`config.mk`:
```
export PLATFORM = sky130hd
export DESIGN_NAME = siso_window_sched
export DESIGN_NICKNAME = d
export VERILOG_FILES = /design/src/rtl/siso_window_sched.sv
export SDC_FILE = /design/constraint.sdc
export NUM_CORES = 1
export LEC_CHECK = 0
export BUFFER_PORTS_ARGS = -buffer_cell sky130_fd_sc_hd__clkbuf_2
export CAP_MARGIN = 20
export CORE_MARGIN = 4
export CORE_UTILIZATION = 45
export CTS_CLUSTER_SIZE = 10
export DETAILED_ROUTE_END_ITERATION = 8
export PLACE_DENSITY_LB_ADDON = 0.25
export SETUP_SLACK_MARGIN = 0.15
export SLEW_MARGIN = 10
export SYNTH_ARGS = -nofsm -noshare
export SYNTH_HDL_FRONTEND = slang
export SYNTH_SLANG_ARGS = --single-unit
```
`constraint.sdc`:
```
create_clock -name clk -period 3 [get_ports clk]
set_input_delay 0.6 -clock clk [delete_from_list [all_inputs] [get_ports clk]]
set_output_delay 0.6 -clock clk [all_outputs]
set_load 0.02 [all_outputs]
```
`src/rtl/siso_window_sched.sv`:
```
module siso_window_sched #(
  parameter int BLK_LEN = 256,
  parameter int WIN_LEN = 32,
  localparam int NWIN = BLK_LEN / WIN_LEN,
  localparam int JW = $clog2(WIN_LEN),
  localparam int KW = $clog2(NWIN),
  localparam int PW = KW + JW
) (
  input  logic          clk,
  input  logic          rst,
  input  logic          start,
  output logic          busy,
  output logic          done,
  output logic          df_en,
  output logic [PW-1:0] df_pos,
  output logic          db_en,
  output logic [PW-1:0] db_pos,
  output logic          vb_en,
  output logic [PW-1:0] vb_pos,
  output logic          vb_first,
  output logic          vb_from_save,
  output logic          bsave,
  output logic          vf_en,
  output logic [PW-1:0] vf_pos,
  output logic          buf_we,
  output logic [JW:0]   buf_waddr,
  output logic          buf_re,
  output logic [JW:0]   buf_raddr
);
  localparam int SLOTS = NWIN + 5;
  localparam int SW = $clog2(SLOTS);
  localparam logic [SW-1:0] S_WIN0 = SW'(4);
  localparam logic [SW-1:0] S_VF0  = SW'(5);
  localparam logic [SW-1:0] S_DBHI = SW'(NWIN + 2);
  localparam logic [SW-1:0] S_VBHI = SW'(NWIN + 3);
  localparam logic [SW-1:0] S_LAST = SW'(NWIN + 4);
  localparam logic [KW-1:0] W_LAST = KW'(NWIN - 1);

  initial begin
    assert (WIN_LEN == (1 << JW) && BLK_LEN == NWIN * WIN_LEN && NWIN >= 2)
      else $error("BLK_LEN must be a multiple (>=2) of a power-of-two WIN_LEN");
  end

  logic          run;
  logic [SW-1:0] slot;
  logic [JW-1:0] ofs;
  logic [JW-1:0] rev;
  logic [KW-1:0] db_w, vb_w, vf_w;
  logic          last_cyc;

  assign rev      = ~ofs;
  assign db_w     = KW'(slot - SW'(3));
  assign vb_w     = KW'(slot - SW'(4));
  assign vf_w     = KW'(slot - SW'(5));
  assign last_cyc = run && slot == S_LAST && ofs == '1;

  always_ff @(posedge clk) begin
    if (rst) begin
      run  <= 1'b0;
      slot <= '0;
      ofs  <= '0;
      done <= 1'b0;
    end else begin
      done <= last_cyc;
      if (!run) begin
        if (start) begin
          run  <= 1'b1;
          slot <= '0;
          ofs  <= '0;
        end
      end else begin
        ofs <= ofs + 1'b1;
        if (ofs == '1) begin
          if (slot == S_LAST) run  <= 1'b0;
          else                slot <= slot + 1'b1;
        end
      end
    end
  end

  assign busy   = run;

  assign df_en  = run && slot == '0;
  assign df_pos = {W_LAST, ofs};

  assign db_en  = run && slot >= S_WIN0 && slot <= S_DBHI;
  assign db_pos = {db_w, rev};

  assign vb_en        = run && slot >= S_WIN0 && slot <= S_VBHI;
  assign vb_pos       = {vb_w, rev};
  assign vb_first     = vb_en && ofs == '0;
  assign vb_from_save = vb_first && vb_w == W_LAST;
  assign bsave        = vb_en && vb_w == '0 && ofs == '1;

  assign vf_en  = run && slot >= S_VF0;
  assign vf_pos = {vf_w, ofs};

  assign buf_we    = vb_en;
  assign buf_waddr = {vb_w[0], rev};
  assign buf_re    = vf_en;
  assign buf_raddr = {vf_w[0], ofs};

  AST_IDLE_QUIET: assert property (@(posedge clk) disable iff (rst)
    !busy |-> !(df_en || db_en || vb_en || vf_en));
  AST_WARMUP_ALONE: assert property (@(posedge clk) disable iff (rst)
    df_en |-> !(db_en || vb_en || vf_en));
  AST_DUMMY_LEADS: assert property (@(posedge clk) disable iff (rst)
    (vb_first && !vb_from_save) |-> (db_en && db_pos == vb_pos + PW'(WIN_LEN)));
  AST_VB_DESCENDS: assert property (@(posedge clk) disable iff (rst)
    (vb_en && !vb_first) |-> (vb_pos == $past(vb_pos) - PW'(1)));
  AST_VF_ASCENDS: assert property (@(posedge clk) disable iff (rst)
    (vf_en && $past(vf_en)) |-> (vf_pos == $past(vf_pos) + PW'(1)));
  AST_SAVE_BEFORE_USE: assert property (@(posedge clk) disable iff (rst)
    bsave |-> !vb_from_save);
  AST_BANK_SPLIT: assert property (@(posedge clk) disable iff (rst)
    (buf_we && buf_re) |-> (buf_waddr[JW] != buf_raddr[JW]));
  AST_DONE_AFTER_VF: assert property (@(posedge clk) disable iff (rst)
    done |-> ($past(vf_en) && !vf_en && !busy));
endmodule

```
==> results of run 1 <==
[kinds of logic (layout without fill, tap and decap cells)]
kind of cell               after synthesis  count (layout)  synth area share
AOI/OAI and AO/OA                       17              17             0.110
xor gates and xnor gates                 1               1           0.00909
other                                    1               3           0.00389
and+or+nand+nor                         35              35             0.208
DFF                                     11              11             0.229
adders and majority gates                9               9             0.117
muxes                                    1               1            0.0104
buffers and inverters                   46              70             0.313
[layout by cell type (no fill, tap or decap), drive strengths merged, types with 2 or more instances in the layout]
cell / instances
clkbuf: 58
nand2: 5
o21ai: 2
o21a: 2
nand3: 3
nor3b: 4
conb: 3
inv: 11
nor2: 5
and3: 4
a21oi: 7
nor3: 4
or3: 3
ha: 9
and2: 2
o211ai: 4
dfxtp: 11
[registers in the layout, summed over array words and instances, names as in the netlist]
name and cells:
ofs 5, done 1, slot 4, busy 1
[where the power goes]
group          leakage (nW)  internal, mW  switching, mW  total, mW
Combinational         0.422        0.0135         0.0325     0.0460
Sequential           0.0891         0.148        0.00401      0.152
Clock                0.0150        0.0514         0.0497      0.101
[metal layers]
layer | GRT usage | share of wire | up-vias
met4 | 0.0622 | 0.0093 | 0
met1 | 0.150 | 0.41 | 354
li1 | - | - | 420
met2 | 0.249 | 0.48 | 37
met3 | 0.0327 | 0.10 | 2
met5 | 0 | 0 | -
[layout make-up]
type	instances	area share
Clock buffer	4	0.0251
Sequential cell	11	0.210
Tap cell	27	0.0322
Multi-Input combinational cell	66	0.428
Timing Repair Buffer	55	0.265
Inverter	11	0.0394
[through the flow]
step	worst slack [ns]	power [mW]	instance area, um2
6_report	0.709	0.299	1050
5_1_grt	0.591	0.317	1050
4_1_cts	0.683	0.305	1050
3_5_place_dp	0.979	0.202	1020
3_3_place_gp	1.01	0.202	1020
2_1_floorplan	0.758	0.197	971
[synthesized netlist by cell type]
library cell	number
sky130_fd_sc_hd__a211oi_1	1
sky130_fd_sc_hd__a21oi_1	7
sky130_fd_sc_hd__a41oi_1	1
sky130_fd_sc_hd__and2_1	2
sky130_fd_sc_hd__and3_1	4
sky130_fd_sc_hd__buf_2	1
sky130_fd_sc_hd__buf_4	30
sky130_fd_sc_hd__buf_6	2
sky130_fd_sc_hd__clkbuf_1	2
sky130_fd_sc_hd__conb_1	1
sky130_fd_sc_hd__dfxtp_1	11
sky130_fd_sc_hd__ha_1	9
sky130_fd_sc_hd__inv_1	11
sky130_fd_sc_hd__mux2i_1	1
sky130_fd_sc_hd__nand2_1	5
sky130_fd_sc_hd__nand2b_1	1
sky130_fd_sc_hd__nand3_1	2
sky130_fd_sc_hd__nand3_2	1
sky130_fd_sc_hd__nand3b_1	1
sky130_fd_sc_hd__nor2_1	5
sky130_fd_sc_hd__nor2b_1	1
sky130_fd_sc_hd__nor3_1	4
sky130_fd_sc_hd__nor3b_1	4
sky130_fd_sc_hd__nor4b_1	1
sky130_fd_sc_hd__o211ai_1	4
sky130_fd_sc_hd__o21a_1	2
sky130_fd_sc_hd__o21ai_1	2
sky130_fd_sc_hd__or3_1	3
sky130_fd_sc_hd__or4_1	1
sky130_fd_sc_hd__xor2_1	1
[worst max-delay path: cells and delay by family (launching register included)]
kind	cells	cell delay, ns
DFF	1	0.46
and+or+nand+nor	3	0.49
buffers and inverters	2	0.27
adders and majority gates	1	0.21
[worst max-delay path by stage]
stage / slack (ns) / startpoint / depth (start not counted) / to
floorplan: 0.76 / ofs[0]$_SDFFE_PP0P_ / 5 / vb_from_save
global placement: 1.01 / ofs[0]$_SDFFE_PP0P_ / 6 / vb_from_save
detailed placement: 0.98 / ofs[0]$_SDFFE_PP0P_ / 6 / vb_from_save
CTS: 0.68 / ofs[0]$_SDFFE_PP0P_ / 6 / vb_from_save
global route: 0.59 / ofs[0]$_SDFFE_PP0P_ / 6 / vb_from_save
finish: 0.71 / ofs[0]$_SDFFE_PP0P_ / 6 / vb_from_save
==> impl_results.md, run 1 <==
- Hold path cells: 2
- Share of the clock period used by the worst path after layout: 0.764
- Number of synthesis warnings: 0
- Category of the critical setup timing path: register to output pin
- Starting DRC count in detailed routing: 6
- Aggregate global-route resource usage: 0.138
- Data arrival, critical path: 1.69 ns
- Most area-hungry cell type in the Yosys netlist: sky130_fd_sc_hd__buf_4
- FF-to-FF End: slot[3]$_SDFFE_PP0P_
- Leakage component of the power: ~0.53 nW
- Overall die height: ~54 um
- Area Overhead vs Synth: 8.83%
- Core Area: between 2000 and 2500 um2
- Number of global-route vias before repair: between 600 and 700
- Reg2reg path depth: 6
- Fmax: around 440 MHz
- Post-Synthesis Cells: 121
- Floorplan row count: 16
- Slowest stage cell on the critical path: sky130_fd_sc_hd__dfxtp_1
- Worst Min Path Start: slot[1]$_SDFFE_PP0P_
- Layout Skew: about 0.0018 ns
- Total count of hold-check failures in the final report: 0
- Final Routed Wirelength: around 1.9 mm
- Endpoint class of the critical path: output pin
- Share of the synthesized area in the top cell type: 0.234
- ANT cells: 0
- Cell total after placement: 170
- Via/cell ratio: approximately 4.7
- Aggregate negative setup slack: 0 ns
- Finish-stage setup viols: 0
- Reg-to-reg critical path startpoint: ofs[0]$_SDFFE_PP0P_
- Die outline area: about 3000 um2
- Layout Utilization: 0.524
- Worst supply voltage drop on vdd: around 0.14 mV
- Clock input transition at the sequential cells of the worst setup and hold paths: 0.07 ns
- Pin count of the biggest net entering global routing: 16
- Die span in x: 54.3 um
- Power density relative to cell area: roughly 290 nW/um2
- Share of final-layout standard cells stronger than drive strength 1: 0.401
- Crit path max fanout: 8
- GRT Residual Overflow: 0
- Hold Path Class: register to register
- Setup repair after global routing missed its margin: no
- Count of cell types in the netlist: 30
- Clock period minus final worst setup slack: between 2 and 2.5 ns
- Final net count: 160
- Post-route worst hold slack: 0.595 ns
- Max cap viols: 0
- Status: completed
- Maximum clock insertion buffer count: 2
- Remaining antenna violation count after routing: 0
- PortBufs: 54
- First-pass GRT wire length: about 2.9 mm
- Detailed-router iteration count before antenna repair: 4
- Number of antenna violations at the first check in global routing: 0
- Number of CTS-inserted buffers: 3
- Number of pins with negative max-slew slack in the final report: 0
- TritonCTS clock tree: built
- Post-CTS Setup Repair Bufs: 0
- Post-cts resize count: 0
- Type of origin of the critical path: register
- # clock sinks: 11
- Endpoint of the worst hold-timing path: slot[1]$_SDFFE_PP0P_
- Post-synthesis cell area: between 900 and 1000 um2
- Number of top-level pins: slightly below 60
- Routability-driven placement congestion ratio: 0.764
- Drc violations: 0
- Effective utilization at floorplan: 0.481
- Register area: roughly 220 um2
- Largest stage delay on the critical path: 0.46 ns
- Multi-input logic area: roughly 450 um2
- Clock network latency to the later pin of the worst-skew pair: roughly 0.26 ns
- Top cells by area, synth: sky130_fd_sc_hd__buf_4, sky130_fd_sc_hd__dfxtp_1, sky130_fd_sc_hd__ha_1
- Series of cell instances along the critical path: inv_1, ha_1, nor4b_1, and3_1, and2_1, clkbuf_2
- CTS Root Buffer Type: sky130_fd_sc_hd__clkbuf_4
- # fillers: around 220
- Req. time, crit path: approximately 2.4 ns
- Slack of the worst reg-to-reg path: 1.16 ns
- Maximum level of the CTS H-tree: 1
- Routed wire length per instance: 11.1 um
- Final Non-Filler Cells: around 170
- Sequential fraction of the synthesis area: 0.229
- Avg Inst Size Synth: roughly 8 um2
- Detailed placement HPWL: about 1.6 mm
- Synth Register Bits: 11
- Via count: around 810
- Cts hold-fix bufs: 0
Note: power is estimated with default switching activity, not from simulation.
==> run 2: changes to the inputs <==
--- a/config.mk
+++ b/config.mk
@@ -5,10 +5,11 @@
 export SDC_FILE = /design/constraint.sdc
 export NUM_CORES = 1
 export LEC_CHECK = 0
+export ABC_AREA = 1
 export BUFFER_PORTS_ARGS = -buffer_cell sky130_fd_sc_hd__clkbuf_2
 export CAP_MARGIN = 20
 export CORE_MARGIN = 4
-export CORE_UTILIZATION = 45
+export CORE_UTILIZATION = 38
 export CTS_CLUSTER_SIZE = 10
 export DETAILED_ROUTE_END_ITERATION = 8
 export PLACE_DENSITY_LB_ADDON = 0.25
==> constraint.sdc (replaced) <==
create_clock -name clk -period 2.04 [get_ports clk]
set_input_delay 0.408 -clock clk [delete_from_list [all_inputs] [get_ports clk]]
set_output_delay 0.408 -clock clk [all_outputs]
set_load 0.02 [all_outputs]
==> run 2 against run 1 <==
Routed wire length rose by 20%. Non-clock buffer count increased by 7. Worst setup slack got worse by 0.54 ns. Global-route usage decreased by 0.33 points. Utilization fell by 1.5 points. Cell count increased by 12%. Sequential share of layout area decreased by 0.85 points. Clock skew up 0.0076 ns. Critical path type unchanged. Largest cell class unchanged.
==> impl_results.md, run 2 <==
- Flip-flop count of the largest register after layout: 5 (unchanged)
- Dominant register cell in the synthesized netlist: sky130_fd_sc_hd__dfxtp_1
- Number of enable-type register cells in the synthesized netlist: 0 (unchanged)
- Overall die height: 58.3 um (+7.4%)
- Most common cell after layout, fill and taps aside: sky130_fd_sc_hd__clkbuf_2
- Hold path cells: 2 (unchanged)
- Max cap viols: 0 (unchanged)
- Aggregate global-route resource usage: 0.135 (-0.00331)
- Count of cell types in the netlist: 23 (-23%)
- Die outline area: 3400 um2 (+15%)
- Proportion of synthesized flip-flops having asynchronous set or reset: 0 (unchanged)
- Final design instance area without fill: 1180 um2 (+13%)
- Comb power frac: 0.274 (+0.120)
- Share of final-layout standard cells stronger than drive strength 1: 0.575 (+0.173)
- FF-to-FF End: slot[0]$_SDFFE_PP0P_
- Endpoint of the worst hold-timing path: slot[0]$_SDFFE_PP0P_
- Req. time, crit path: 1.63 ns (-0.77 ns)
- Commonest non-fill, non-tap cells in the layout: sky130_fd_sc_hd__clkbuf_2, sky130_fd_sc_hd__nand2_1, sky130_fd_sc_hd__inv_1
- Effective utilization at floorplan: 0.414 (-0.0668)
- TritonCTS clock tree: built
- Setup repair after global routing missed its margin: yes
- Registers with the most flip-flops: ofs: 5 flops, slot: 4 flops
- # fillers: 251 (+13%)
- Die span in x: 58.3 um (+7.4%)
- Type of origin of the critical path: register
- Post-route worst hold slack: 0.452 ns (-0.143 ns)
- Routed wire length per instance: 11.9 um (+6.9%)
- Final Non-Filler Cells: 195 (+12%)
- Fmax: between 500 and 600 MHz
- Number of top-level pins: 58 (unchanged)
- Data arrival, critical path: 1.47 ns (-0.22 ns)
- Leakage component of the power: 0.605 nW (+15%)
- Remaining antenna violation count after routing: 0 (unchanged)
- Via/cell ratio: 4.65 (-0.45%)
- Number of CTS-inserted buffers: 3 (unchanged)
- Clock share of power: 0.296 (-0.042)
- Worst Min Path Start: rst
- Clock input transition at the sequential cells of the worst setup and hold paths: 0.08 ns (about the same)
- Reg2reg path depth: 12 (+6)
- Top post-synthesis cells by count: sky130_fd_sc_hd__buf_4, sky130_fd_sc_hd__nand2_1, sky130_fd_sc_hd__inv_1
- Final net count: 180 (+13%)
- Hold Path Class: input pin to register
- Via count: 907 (+12%)
- Total count of hold-check failures in the final report: 0 (unchanged)
- Switching share of power: 0.351 (+0.0629)
- Final Routed Wirelength: 2.32 mm (+20%)
- Placed inst area: 1050 um2 (+2.4%)
- Most area-hungry cell type in the Yosys netlist: sky130_fd_sc_hd__buf_4
- Synth Register Bits: 11 (unchanged)
- Power density relative to cell area: 443 nW/um2 (+55%)
- # clock sinks: 11 (unchanged)
- Number of pins with negative max-slew slack in the final report: 0 (unchanged)
- Number of global-route vias before repair: 761 (+17%)
- Cts hold-fix bufs: 0 (unchanged)
- Finish-stage setup viols: 0 (unchanged)
- Endpoint class of the critical path: output pin
- Maximum clock insertion buffer count: 2 (unchanged)
- Share of the synthesized area in the top cell type: 0.234 (+0.000609)
- Met1 Routed Length: 1.03 mm (+30%)
- Post-synthesis cell area: 961 um2 (-0.26%)
- Slack of the worst reg-to-reg path: 0.38 ns (-0.78 ns)
- Most common cell in the netlist: sky130_fd_sc_hd__buf_4
- Routability-driven placement congestion ratio: 0.795 (+4.0%)
- Area Overhead vs Synth: 22.8%
- Core Area: 2320 um2 (+16%)
- Crit path max fanout: 4 (-4)
- Worst supply voltage drop on vdd: 0.254 mV (+80%)
- Avg Inst Size Synth: 7.34 um2 (-7.9%)
- Reg-to-reg critical path startpoint: ofs[1]$_SDFFE_PP0P_
- Layout Utilization: 0.509 (-0.0148)
- Share of the clock period used by the worst path after layout: 0.919
- Internal Pwr Total: 0.339 mW (+59%)
- Top cells by area, synth: sky130_fd_sc_hd__buf_4, sky130_fd_sc_hd__dfxtp_1, sky130_fd_sc_hd__ha_1
- GRT Residual Overflow: 0 (unchanged)
- Fraction of power consumed by sequential logic: 0.430 (-0.079)
- Reported net switching power: 0.183 mW (+110%)
- Clock network latency to the later pin of the worst-skew pair: 0.27 ns (about the same)
- First-pass GRT wire length: 3.59 mm (+23%)
- Largest register by flop count: ofs
- Clock period minus final worst setup slack: 1.88 ns
- Detailed-router iteration count before antenna repair: 6 (+2)
- Status: completed
- PortBufs: 54 (unchanged)
- Layout Skew: 0.00935 ns (+0.00759 ns)
- Drc violations: 0 (unchanged)
- Aggregate negative setup slack: 0 ns (unchanged)
- Number of antenna violations at the first check in global routing: 0 (unchanged)
- Post-Synthesis Cells: 131 (+8.3%)
- CTS Root Buffer Type: sky130_fd_sc_hd__clkbuf_4
- Floorplan row count: 17 (+1)
- Sequential fraction of the synthesis area: 0.229 (+0.000595)
- Met3 layer wire length in the routed design: 173 um (-10%)
- Cell total after placement: 185 (+8.8%)
- Maximum level of the CTS H-tree: 1 (unchanged)
- Total met2 wirelength after detailed routing: 1.07 mm (+15%)
- Pin count of the biggest net entering global routing: 12 (-4)
- Starting DRC count in detailed routing: 20 (+14)
- ANT cells: 0 (unchanged)
- Number of synthesis warnings: 0 (unchanged)
- Highest metal used: met4
- Detailed placement HPWL: 1.73 mm (+9.4%)
- Category of the critical setup timing path: register to output pin
run 2: changes by cell type after synthesis, sizes merged, moves of 3 or more:
cell and change:
inv +8, nor3b -3, or3 -3, a21oi +3, and3 -4, nand2 +18
o211ai -4, nor2 +3
run 2: final cells by class:
| class | instances | area, um2 | area share |
|---|---|---|---|
| clock buffers | 4 | 26.3 | 0.0223 |
| multi-input cells | 71 | 468 | 0.397 |
| repair buffers | 62 | 342 | 0.290 |
| flip-flops and latches | 11 | 238 | 0.201 |
| well taps | 28 | 35.0 | 0.0297 |
| inverters | 19 | 71.3 | 0.0604 |
run 2: worst max-delay path by stage:
stage / slack (ns) / startpoint / end
2_1_floorplan: 0.17 / ofs[2]$_SDFFE_PP0P_ / bsave
3_3_place_gp: 0.29 / ofs[0]$_SDFFE_PP0P_ / bsave
3_5_place_dp: 0.23 / ofs[0]$_SDFFE_PP0P_ / bsave
4_1_cts: 0.14 / ofs[0]$_SDFFE_PP0P_ / bsave
5_1_grt: 0.09 / ofs[1]$_SDFFE_PP0P_ / bsave
6_report: 0.16 / ofs[1]$_SDFFE_PP0P_ / bsave
run 2: power groups by stage:
stage / Combinational (mW) / Sequential [mW] / Clock, mW
finish: 0.143 / 0.225 / 0.155
global route: 0.156 / 0.226 / 0.169
CTS: 0.143 / 0.223 / 0.158
detailed placement: 0.133 / 0.232 / 0
global placement: 0.133 / 0.231 / 0
floorplan: 0.110 / 0.237 / 0
run 2: per-stage QoR:
stage	setup WS, ns	power [mW]
5_1_grt	0.0932	0.551
3_5_place_dp	0.229	0.364
6_report	0.164	0.523
4_1_cts	0.143	0.523
3_3_place_gp	0.286	0.363
2_1_floorplan	0.169	0.347
run 2: repair_timing:
action | 4_1_cts | 5_1_grt
setup endpoints to repair | 5 | 7
gates resized for setup | 15 | 17
cloned | 0 | 0
pin swaps | 2 | 6
hold endpoints to repair | 0 | 0
buffers inserted | 5 | 1
run 2: critical path: stages, from the launching register on:
cell and delay, ns:
sky130_fd_sc_hd__dfxtp_4 0.38, sky130_fd_sc_hd__ha_4 0.14, sky130_fd_sc_hd__inv_2 0.04, sky130_fd_sc_hd__nor3_2 0.14
sky130_fd_sc_hd__ha_2 0.21, sky130_fd_sc_hd__nand2_2 0.06, sky130_fd_sc_hd__nor2_4 0.10, sky130_fd_sc_hd__buf_6 0.12
run 2: logic make-up after synthesis:
kind of cell | share of synthesized area
buf+inv | 0.326
other cells | 0.00390
fa+ha+maj | 0.117
compound gates | 0.0899
flops | 0.229
simple gates | 0.234
run 2: layer usage:
layer	global-route usage	vias to the layer above
met5	0	-
met4	0.0596	0
met3	0.0245	6
met2	0.203	43
met1	0.185	403
li1	-	455
